### src/rtl/bcu_pkg.sv
package bcu_pkg;
  typedef enum logic [2:0] {
    OP_FCLR = 3'd0,
    OP_FSET = 3'd1,
    OP_ZLP  = 3'd2,
    OP_NZLP = 3'd3,
    OP_EQ   = 3'd4,
    OP_NE   = 3'd5,
    OP_GT   = 3'd6,
    OP_GE   = 3'd7
  } bcu_op_e;

  typedef struct packed {
    logic n;
    logic z;
    logic c;
  } bcu_flags_t;

  function automatic logic is_loop(bcu_op_e op);
    return (op == OP_ZLP) || (op == OP_NZLP);
  endfunction

  function automatic logic is_ftest(bcu_op_e op);
    return (op == OP_FCLR) || (op == OP_FSET);
  endfunction
endpackage

### src/rtl/bcu_flag_pick.sv
module bcu_flag_pick #(
  parameter int FLAG_W = 8,
  localparam int SEL_W = (FLAG_W > 1) ? $clog2(FLAG_W) : 1
) (
  input  logic [FLAG_W-1:0] flags_i,
  input  logic [SEL_W-1:0]  sel_i,
  output logic              bit_o
);
  logic [(1<<SEL_W)-1:0] padded;

  // unused indices read as 0
  generate
    if ((1 << SEL_W) > FLAG_W) begin : g_pad
      assign padded = {{((1<<SEL_W)-FLAG_W){1'b0}}, flags_i};
    end else begin : g_nopad
      assign padded = flags_i;
    end
  endgenerate

  assign bit_o = padded[sel_i];
endmodule

### src/rtl/bcu_compare.sv
module bcu_compare
  import bcu_pkg::*;
#(
  parameter int DATA_W = 8
) (
  input  logic [DATA_W-1:0] a_i,
  input  logic [DATA_W-1:0] b_i,
  input  logic              use_b_i,
  output bcu_flags_t        flags_o,
  output logic [DATA_W-1:0] dec_o
);
  logic [DATA_W-1:0] rhs;
  logic [DATA_W:0]   diff;

  assign rhs  = use_b_i ? b_i : '0;
  assign diff = {1'b0, a_i} - {1'b0, rhs};

  always_comb begin
    flags_o.c = diff[DATA_W];
    flags_o.z = (diff[DATA_W-1:0] == '0);
    flags_o.n = diff[DATA_W-1];
  end

  assign dec_o = a_i - DATA_W'(1);
endmodule

### src/rtl/bcu_decide.sv
module bcu_decide
  import bcu_pkg::*;
(
  input  bcu_op_e    op_i,
  input  logic       flag_bit_i,
  input  bcu_flags_t cmp_i,
  output logic       taken_o,
  output logic       wr_en_o,
  output logic       flags_we_o
);
  always_comb begin
    unique case (op_i)
      OP_FCLR: taken_o = ~flag_bit_i;
      OP_FSET: taken_o =  flag_bit_i;
      OP_ZLP:  taken_o =  cmp_i.z;
      OP_NZLP: taken_o = ~cmp_i.z;
      OP_EQ:   taken_o =  cmp_i.z;
      OP_NE:   taken_o = ~cmp_i.z;
      OP_GT:   taken_o = ~cmp_i.c & ~cmp_i.z;
      OP_GE:   taken_o = ~cmp_i.c;
      default: taken_o = 1'b0;
    endcase
    wr_en_o    = is_loop(op_i) & ~taken_o;
    flags_we_o = ~is_ftest(op_i);
  end
endmodule

### src/rtl/bcu_top.sv
module bcu_top
  import bcu_pkg::*;
#(
  parameter int DATA_W = 8,
  parameter int FLAG_W = 8,
  localparam int SEL_W = (FLAG_W > 1) ? $clog2(FLAG_W) : 1
) (
  input  logic              clk_i,
  input  logic              rst_ni,
  input  logic              en_i,
  input  logic [2:0]        op_i,
  input  logic [SEL_W-1:0]  flag_sel_i,
  input  logic [FLAG_W-1:0] flags_i,
  input  logic [DATA_W-1:0] ra_i,
  input  logic [DATA_W-1:0] rb_i,
  output logic              taken_o,
  output logic              wr_en_o,
  output logic [DATA_W-1:0] wr_data_o,
  output logic              flags_we_o,
  output logic [2:0]        flags_o
);
  bcu_op_e           op;
  logic              flag_bit;
  bcu_flags_t        cmp;
  logic [DATA_W-1:0] dec;
  logic              taken_d, wr_en_d, fwe_d;

  assign op = bcu_op_e'(op_i);

  bcu_flag_pick #(.FLAG_W(FLAG_W)) u_pick (
    .flags_i (flags_i),
    .sel_i   (flag_sel_i),
    .bit_o   (flag_bit)
  );

  bcu_compare #(.DATA_W(DATA_W)) u_cmp (
    .a_i     (ra_i),
    .b_i     (rb_i),
    .use_b_i (~is_loop(op)),
    .flags_o (cmp),
    .dec_o   (dec)
  );

  bcu_decide u_dec (
    .op_i       (op),
    .flag_bit_i (flag_bit),
    .cmp_i      (cmp),
    .taken_o    (taken_d),
    .wr_en_o    (wr_en_d),
    .flags_we_o (fwe_d)
  );

  always_ff @(posedge clk_i or negedge rst_ni) begin
    if (!rst_ni) begin
      taken_o    <= 1'b0;
      wr_en_o    <= 1'b0;
      flags_we_o <= 1'b0;
      wr_data_o  <= '0;
      flags_o    <= '0;
    end else begin
      taken_o    <= en_i & taken_d;
      wr_en_o    <= en_i & wr_en_d;
      flags_we_o <= en_i & fwe_d;
      wr_data_o  <= dec;
      flags_o    <= cmp;
    end
  end
endmodule

### config.mk
export PLATFORM = sky130hd
export DESIGN_NAME = bcu_top
export DESIGN_NICKNAME = d
export VERILOG_FILES = /design/src/rtl/bcu_pkg.sv /design/src/rtl/bcu_flag_pick.sv /design/src/rtl/bcu_compare.sv /design/src/rtl/bcu_decide.sv /design/src/rtl/bcu_top.sv
export SDC_FILE = /design/constraint.sdc
export NUM_CORES = 1
export LEC_CHECK = 0
export BUFFER_PORTS_ARGS = -buffer_cell sky130_fd_sc_hd__clkbuf_2
export CORE_MARGIN = 4
export CORE_UTILIZATION = 46
export DETAILED_ROUTE_END_ITERATION = 10
export GPL_TIMING_DRIVEN = 0
export PLACE_DENSITY_LB_ADDON = 0.1
export SYNTH_ARGS = -nofsm -noshare
export SYNTH_HDL_FRONTEND = slang
export SYNTH_SLANG_ARGS = --single-unit
### constraint.sdc
create_clock -name clk_i -period 0.8 [get_ports clk_i]
set_clock_uncertainty 0.05 [all_clocks]
set_input_delay 0.2 -clock clk_i [delete_from_list [all_inputs] [get_ports clk_i]]
set_output_delay 0.2 -clock clk_i [all_outputs]
set_load 0.05 [all_outputs]
==> metrics.log, run 1 <==
[metrics] status: finished, violations left
[metrics] violations in the final reports: negative setup slack
[metrics] Lkg Pwr: 0.000857 µW
[metrics] fin nets: 209
[metrics] CP Capture Point: taken_o$_DFF_PN0_
[metrics] post-synthesis to final-layout area growth: 80.8%
[metrics] number of CTS-inserted buffers: 3
[metrics] per-cell via count in the routed design: 6.08
[metrics] total vias in the final route: 1167
[metrics] DRT Wirelength: 4500 µm
[metrics] number of library cell types mapped by synthesis: 41
[metrics] fraction of layout cells with a size suffix above 1: 68.5%
[metrics] met1 track utilization from global routing: 25.7%
[metrics] pin count of the biggest net entering global routing: 15
[metrics] footprint of the flip-flops and latches: 367 µm²
[metrics] Total GRT Usage: 21.6%
[metrics] global-route wire length before repair: 5230 µm
[metrics] top flip-flop cell by instance count after synthesis: sky130_fd_sc_hd__dfrtp_1
[metrics] total instance count after detailed placement: 175
[metrics] CP Launch Point: op_i[1]
[metrics] area inside the core boundary: 0.00204 mm²
[metrics] DRC errors left: 0
[metrics] count of non-filler cells in the finished layout: 192
[metrics] footprint of the multi-input gates: 870 µm²
[metrics] clock sink total: 14
[metrics] most common cell after layout, fill and taps aside: sky130_fd_sc_hd__clkbuf_2
[metrics] gate count after technology mapping: 102
[metrics] initial antenna violation count: 0
[metrics] number of flops mapped to enable cells by yosys: 0
[metrics] width of the die: 55.5 µm
[metrics] total count of max-transition violations in the final report: 0
[metrics] HPWL reported at the end of detailed placement: 2030 µm
[metrics] number of violations of the max-capacitance limit: 0
[metrics] Mapped Avg Cell Area: 10.2 µm²
[metrics] clock root cell: sky130_fd_sc_hd__clkbuf_4
[metrics] global route hottest layer: met2
[metrics] routed length per placed instance: 23.4 µm
[metrics] Max Buffers Root-to-Sink: 2
[metrics] Port Buffers: 46
[metrics] area enclosed by the die boundary: 0.00308 mm²
[metrics] final core utilization: 92.0%
[metrics] final worst setup slack: -1770 ps
[metrics] 1st-pass router iterations: 4
[metrics] slew at the pin closest to its max-slew limit: 373 ps
[metrics] type of element capturing the critical path: flip-flop
[metrics] setup repair after global routing missed its margin: true
[metrics] maximum fanout along the worst path: 6
[metrics] worst ir drop on vdd: 1.22 mV
[metrics] share of async-settable or async-resettable flops after synthesis: 100%
[metrics] number of filler instances in the final layout: 69
[metrics] fraction of the yosys area taken by sequential cells: 33.7%
[metrics] kind of launch point of the worst setup path: primary input
[metrics] kind of path behind the tightest hold check: in -> reg
[metrics] most frequent cells in the layout: sky130_fd_sc_hd__clkbuf_2 (28), sky130_fd_sc_hd__buf_8 (15), sky130_fd_sc_hd__dfrtp_2 (13)
[metrics] DRT antenna net count: 0
[metrics] pwr dens: 1480 mW/mm²
[metrics] required time of the worst setup path: 960 ps
[metrics] Post-Synthesis Cell Area: 0.00104 mm²
[metrics] vias in the first global route: 1068
[metrics] WS Path Type: in -> reg
[metrics] Worst slew margin: 75.0%
[metrics] floorplan row count: 16
[metrics] final worst path period share: 321%
[metrics] Fin. Hold Viols: 0
[metrics] Starting Density: 50.9%
[metrics] global routing met2 resource utilization: 37.3%
[metrics] global placement routability congestion: 0.822
[metrics] post-synthesis net count: 145
[metrics] I/O pins: 47
[metrics] Fmax achieved: 0.389 GHz
[metrics] n_diodes: 0
[metrics] First DRT Iteration DRCs: 57
[metrics] clk slew on worst S/H paths: 100 ps
[metrics] total number of H-tree levels: 1
[metrics] Synth Register Bits: 14
[metrics] TritonCTS clock tree: built
[metrics] total grt overflow: 0
[metrics] met3 Resource Use GR: 3.26%
[metrics] minimum period implied by the final worst setup slack: 2570 ps
[metrics] number of setup violations in the final report: 23
[metrics] warning count from the yosys run: 0
[metrics] arrival time at the worst endpoint: 2730 ps
[metrics] Die Ht: 55.5 µm
## metal layers
layer | vias up | wire [µm]
li1 | 494 | -
met3 | 16 | 382
met1 | 573 | 1680
met5 | - | 0
met2 | 84 | 2290
met4 | 0 | 140
## cell type report
class / count / area share [%]
Buffer: 1 / 0.600
Multi-Input combinational cell: 78 / 46.3
Tap cell: 27 / 1.80
Inverter: 8 / 1.60
Timing Repair Buffer: 60 / 28.2
Clock buffer: 4 / 1.93
Sequential cell: 14 / 19.5
## Yosys cell counts, drive strengths merged (2+ instances only)
| master | count | area [µm²] |
|---|---|---|
| a21oi | 6 | 33.8 |
| a31oi | 2 | 12.5 |
| and2 | 2 | 12.5 |
| dfrtp | 14 | 350 |
| ha | 9 | 113 |
| inv | 8 | 30.0 |
| mux2i | 2 | 20.0 |
| mux4 | 2 | 45.0 |
| nand2 | 9 | 33.8 |
| nand2b | 2 | 12.5 |
| nand3 | 2 | 15.0 |
| nor2 | 5 | 18.8 |
| nor2b | 2 | 12.5 |
| nor4 | 3 | 33.8 |
| o21a | 3 | 22.5 |
| or4 | 2 | 18.8 |
| xnor2 | 3 | 26.3 |
| xor2 | 7 | 61.3 |
## registers in the layout, indices dropped and copies added (netlist names)
signal	cells
flags_o	3
flags_we_o	1
taken_o	1
wr_data_o	8
wr_en_o	1
## metrics by stage
step,TNS (ps),hold slack [ps],setup slack (ps),total power [µW],cell area [µm²]
CTS,-11330,63.1,-1670,2530,1810
global placement,-10860,50.1,-2090,1730,1430
detailed placement,-11190,53.8,-2120,1750,1430
finish,-12630,55.9,-1770,2780,1880
global route,-13360,56.1,-1880,2880,1880
floorplan,-7890,-146,-1810,1490,1170
## power breakdown
| group | internal, µW | leakage, µW | total [µW] | switching (µW) |
|---|---|---|---|---|
| sequential | 776 | 0.000155 | 825 | 49.6 |
| combinational | 663 | 0.000681 | 1400 | 740 |
| clock | 278 | 0.0000210 | 552 | 274 |
| total | 1720 | 0.000857 | 2780 | 1060 |
## what timing repair did
item | CTS | global route
hold buffers | 1 | 0
pin swaps | 17 | 15
buffers inserted | 11 | 2
setup endpoints to repair | 21 | 23
resized for setup | 50 | 21
hold endpoints to repair | 14 | 0
## worst min-delay path by stage
stage | startpoint | to | slack [ps] | cells past startpoint
finish | ra_i[5] | wr_data_o[5]$_DFF_PN0_ | 60 | 2
global route | ra_i[5] | wr_data_o[5]$_DFF_PN0_ | 60 | 2
CTS | ra_i[5] | wr_data_o[5]$_DFF_PN0_ | 60 | 2
detailed placement | rst_ni | wr_data_o[3]$_DFF_PN0_ | 50 | 1
global placement | rst_ni | wr_data_o[3]$_DFF_PN0_ | 50 | 1
floorplan | rst_ni | flags_o[0]$_DFF_PN0_ | -150 | 0
## critical path, stage by stage
cell                        delay (ps)
sky130_fd_sc_hd__clkbuf_4          160
sky130_fd_sc_hd__nand2b_4          100
sky130_fd_sc_hd__buf_4             150
sky130_fd_sc_hd__buf_4             120
sky130_fd_sc_hd__nand2_1            90
sky130_fd_sc_hd__ha_4              320
sky130_fd_sc_hd__nand3_2           110
sky130_fd_sc_hd__o21bai_1          200
sky130_fd_sc_hd__a31oi_1           290
sky130_fd_sc_hd__o2111ai_1         230
sky130_fd_sc_hd__nor4_4            390
sky130_fd_sc_hd__xnor2_2           120
sky130_fd_sc_hd__a221oi_2          260
## cells by family (layout without fill, tap and decap cells)
group / after synthesis / in the layout / synth area share, %
buffers and inverters: 10 / 73 / 3.73
muxes: 5 / 5 / 7.35
AOI/OAI and AO/OA: 19 / 19 / 13.4
DFF: 14 / 14 / 33.7
xor gates and xnor gates: 10 / 10 / 8.43
adders and majority gates: 10 / 10 / 12.8
and+or+nand+nor: 34 / 34 / 20.6
Power figures use the tool's default switching activity.
==> inputs of run 2 (changes only) <==
Settings changed: CORE_UTILIZATION 46 to 32.
==> metrics.log, run 2 (same netlist as run 1, synthesis figures left out) <==
[metrics] status: finished, violations left
[metrics] violations in the final reports: negative setup slack
[metrics] pwr dens: 1400 mW/mm² (-5.3%)
[metrics] TritonCTS clock tree: built
[metrics] fin nets: 206 (-1.4%)
[metrics] area enclosed by the die boundary: 0.00422 mm² (+37%)
[metrics] final worst setup slack: -1650 ps (+118 ps)
[metrics] final worst path period share: 306% (-15 points)
[metrics] DRT antenna net count: 0 (unchanged)
[metrics] count of non-filler cells in the finished layout: 206 (+7.3%)
[metrics] DRC errors left: 0 (unchanged)
[metrics] Port Buffers: 46 (unchanged)
[metrics] Buffers & Inverters on Critical Path: 1 (-2)
[metrics] total grt overflow: 0 (unchanged)
[metrics] pin count of the biggest net entering global routing: 15 (unchanged)
[metrics] total instance count after detailed placement: 192 (+9.7%)
[metrics] post-synthesis to final-layout area growth: 74.7%
[metrics] Max Buffers Root-to-Sink: 2 (unchanged)
[metrics] register with the most flip-flops: wr_data_o
[metrics] clock sink total: 14 (unchanged)
[metrics] Fmax achieved: 0.408 GHz (+4.8%)
[metrics] number of flip-flops in the largest register: 8 (unchanged)
[metrics] share of power burned in combinational logic: 48.8% (-1.7 points)
[metrics] WS Path Type: in -> reg
[metrics] global-route wire length before repair: 4170 µm (-20%)
[metrics] slew at the pin closest to its max-slew limit: 340 ps (-32.9 ps)
[metrics] I/O pins: 47 (unchanged)
[metrics] n_diodes: 0 (unchanged)
[metrics] clock root cell: sky130_fd_sc_hd__clkbuf_4
[metrics] per-cell via count in the routed design: 4.72 (-22%)
[metrics] clk slew on worst S/H paths: 80 ps (-20 ps)
[metrics] most frequent cells in the layout: sky130_fd_sc_hd__clkbuf_2 (27), sky130_fd_sc_hd__buf_8 (17), sky130_fd_sc_hd__dfrtp_2 (13)
[metrics] total count of max-transition violations in the final report: 0 (unchanged)
[metrics] total net switching power: 885 µW (-17%)
[metrics] Starting Density: 33.7% (-17 points)
[metrics] kind of launch point of the worst setup path: primary input
[metrics] number of setup violations in the final report: 21 (-8.7%)
[metrics] CP peak stage delay: 350 ps (-40 ps)
[metrics] overall power of the completed layout: 2540 µW (-8.5%)
[metrics] largest registers: wr_data_o (8), flags_o (3)
[metrics] cell family with the largest share of critical-path delay: compound AO/OA/AOI/OAI gates
[metrics] cell with the biggest individual delay on the critical path: sky130_fd_sc_hd__fa_2
[metrics] routed length per placed instance: 12.7 µm (-46%)
[metrics] placed instance area: 0.00145 mm² (+1.5%)
[metrics] Lkg Pwr: 0.000820 µW (-4.3%)
[metrics] sequential share of power: 32.0% (+2.3 points)
[metrics] minimum period implied by the final worst setup slack: 2450 ps (-118 ps)
[metrics] worst ir drop on vdd: 0.598 mV (-51%)
[metrics] floorplan row count: 20 (+4)
[metrics] number of violations of the max-capacitance limit: 0 (unchanged)
[metrics] Power Internal: 1660 µW (-3.4%)
[metrics] most common cell after layout, fill and taps aside: sky130_fd_sc_hd__clkbuf_2
[metrics] number of CTS-inserted buffers: 3 (unchanged)
[metrics] post-placement setup slack: -2150 ps (-27.5 ps)
[metrics] cell chain of the critical path: buf_8, nand2b_4, and2_4, ha_4, fa_2, nor2b_2, o21a_1, mux2_4, a211oi_4, nor4_4, a21o_2, a221oi_2
[metrics] Total GRT Usage: 12.4% (-9.1 points)
[metrics] kind of path behind the tightest hold check: in -> reg
[metrics] switching part of the total: 34.8% (-3.5 points)
[metrics] Worst slew margin: 77.2% (+2.2 points)
[metrics] arrival time at the worst endpoint: 2590 ps (-140 ps)
[metrics] total vias in the final route: 973 (-17%)
[metrics] First DRT Iteration DRCs: 32 (-44%)
[metrics] vias in the first global route: 965 (-9.6%)
[metrics] maximum fanout along the worst path: 5 (-1)
[metrics] HPWL reported at the end of detailed placement: 2100 µm (+3.1%)
[metrics] final instance area: 0.00181 mm² (-3.4%)
[metrics] total number of H-tree levels: 1 (unchanged)
[metrics] type of element capturing the critical path: flip-flop
[metrics] fraction of layout cells with a size suffix above 1: 65.4% (-3.1 points)
[metrics] Fin. Hold Viols: 0 (unchanged)
[metrics] 1st-pass router iterations: 4 (unchanged)
[metrics] initial antenna violation count: 0 (unchanged)
[metrics] final core utilization: 58.9% (-33 points)
[metrics] setup repair after global routing missed its margin: true
[metrics] global placement routability congestion: 0.761 (-7.4%)
[metrics] width of the die: 65.0 µm (+17%)
[metrics] required time of the worst setup path: 940 ps (-20 ps)
[metrics] area inside the core boundary: 0.00308 mm² (+51%)
[metrics] Die Ht: 65.0 µm (+17%)
[metrics] clock share of power: 19.3% (-0.5 points)
[metrics] DRT Wirelength: 2630 µm (-42%)
-- run 2: cell types whose count changed in the layout (fill, tap and decap cells not counted), sizes merged --
cell | previous run | this run
clkbuf | 35 | 32
-- run 2: repair_timing --
action / in CTS / in global routing
hold buffers: 1 / 0
gates resized for setup: 41 / 26
pin swaps: 13 / 7
hold endpoints to repair: 14 / 0
setup buffers: 7 / 4
endpoints found under the setup margin: 21 / 22
-- run 2: final timing paths --
path,from,endpoint,slack [ps],depth (start not counted)
min,ra_i[5],wr_data_o[5]$_DFF_PN0_,60,2
max in group asynchronous,rst_ni,wr_data_o[6]$_DFF_PN0_,150,2
min in group asynchronous,rst_ni,wr_data_o[0]$_DFF_PN0_,290,2
max,op_i[2],taken_o$_DFF_PN0_,-1650,12
-- run 2: layout make-up --
class	count	area, µm²
fill	269	1260
clock buffer	4	36.3
tap	44	55.1
sequential	14	367
timing repair buffer	58	502
multi-input combinational	78	825
inverter	8	30.0
-- run 2: power by group through the flow --
stage / Sequential (µW) / Combinational [µW] / Clock, µW
floorplan: 1020 / 474 / 0
global placement: 801 / 941 / 0
detailed placement: 803 / 953 / 0
CTS: 798 / 1140 / 489
global route: 821 / 1320 / 528
finish: 813 / 1240 / 490
-- run 2: through the flow --
stage | setup TNS [ps] | hold WS, ps
2_1_floorplan | -7890 | -146
3_3_place_gp | -11120 | 54.5
3_5_place_dp | -11320 | 57.8
4_1_cts | -11430 | 78.5
5_1_grt | -11960 | 52.1
6_report | -11110 | 55.6
-- run 2: per-layer routing --
metal | track usage [%] | part of all wire, % | vias to the layer above
met4 | 6.07 | 0.91 | 0
met1 | 14.7 | 41 | 463
met2 | 22.1 | 56 | 17
met3 | 1.39 | 2.2 | 2
li1 | - | - | 491
met5 | 0 | 0 | -
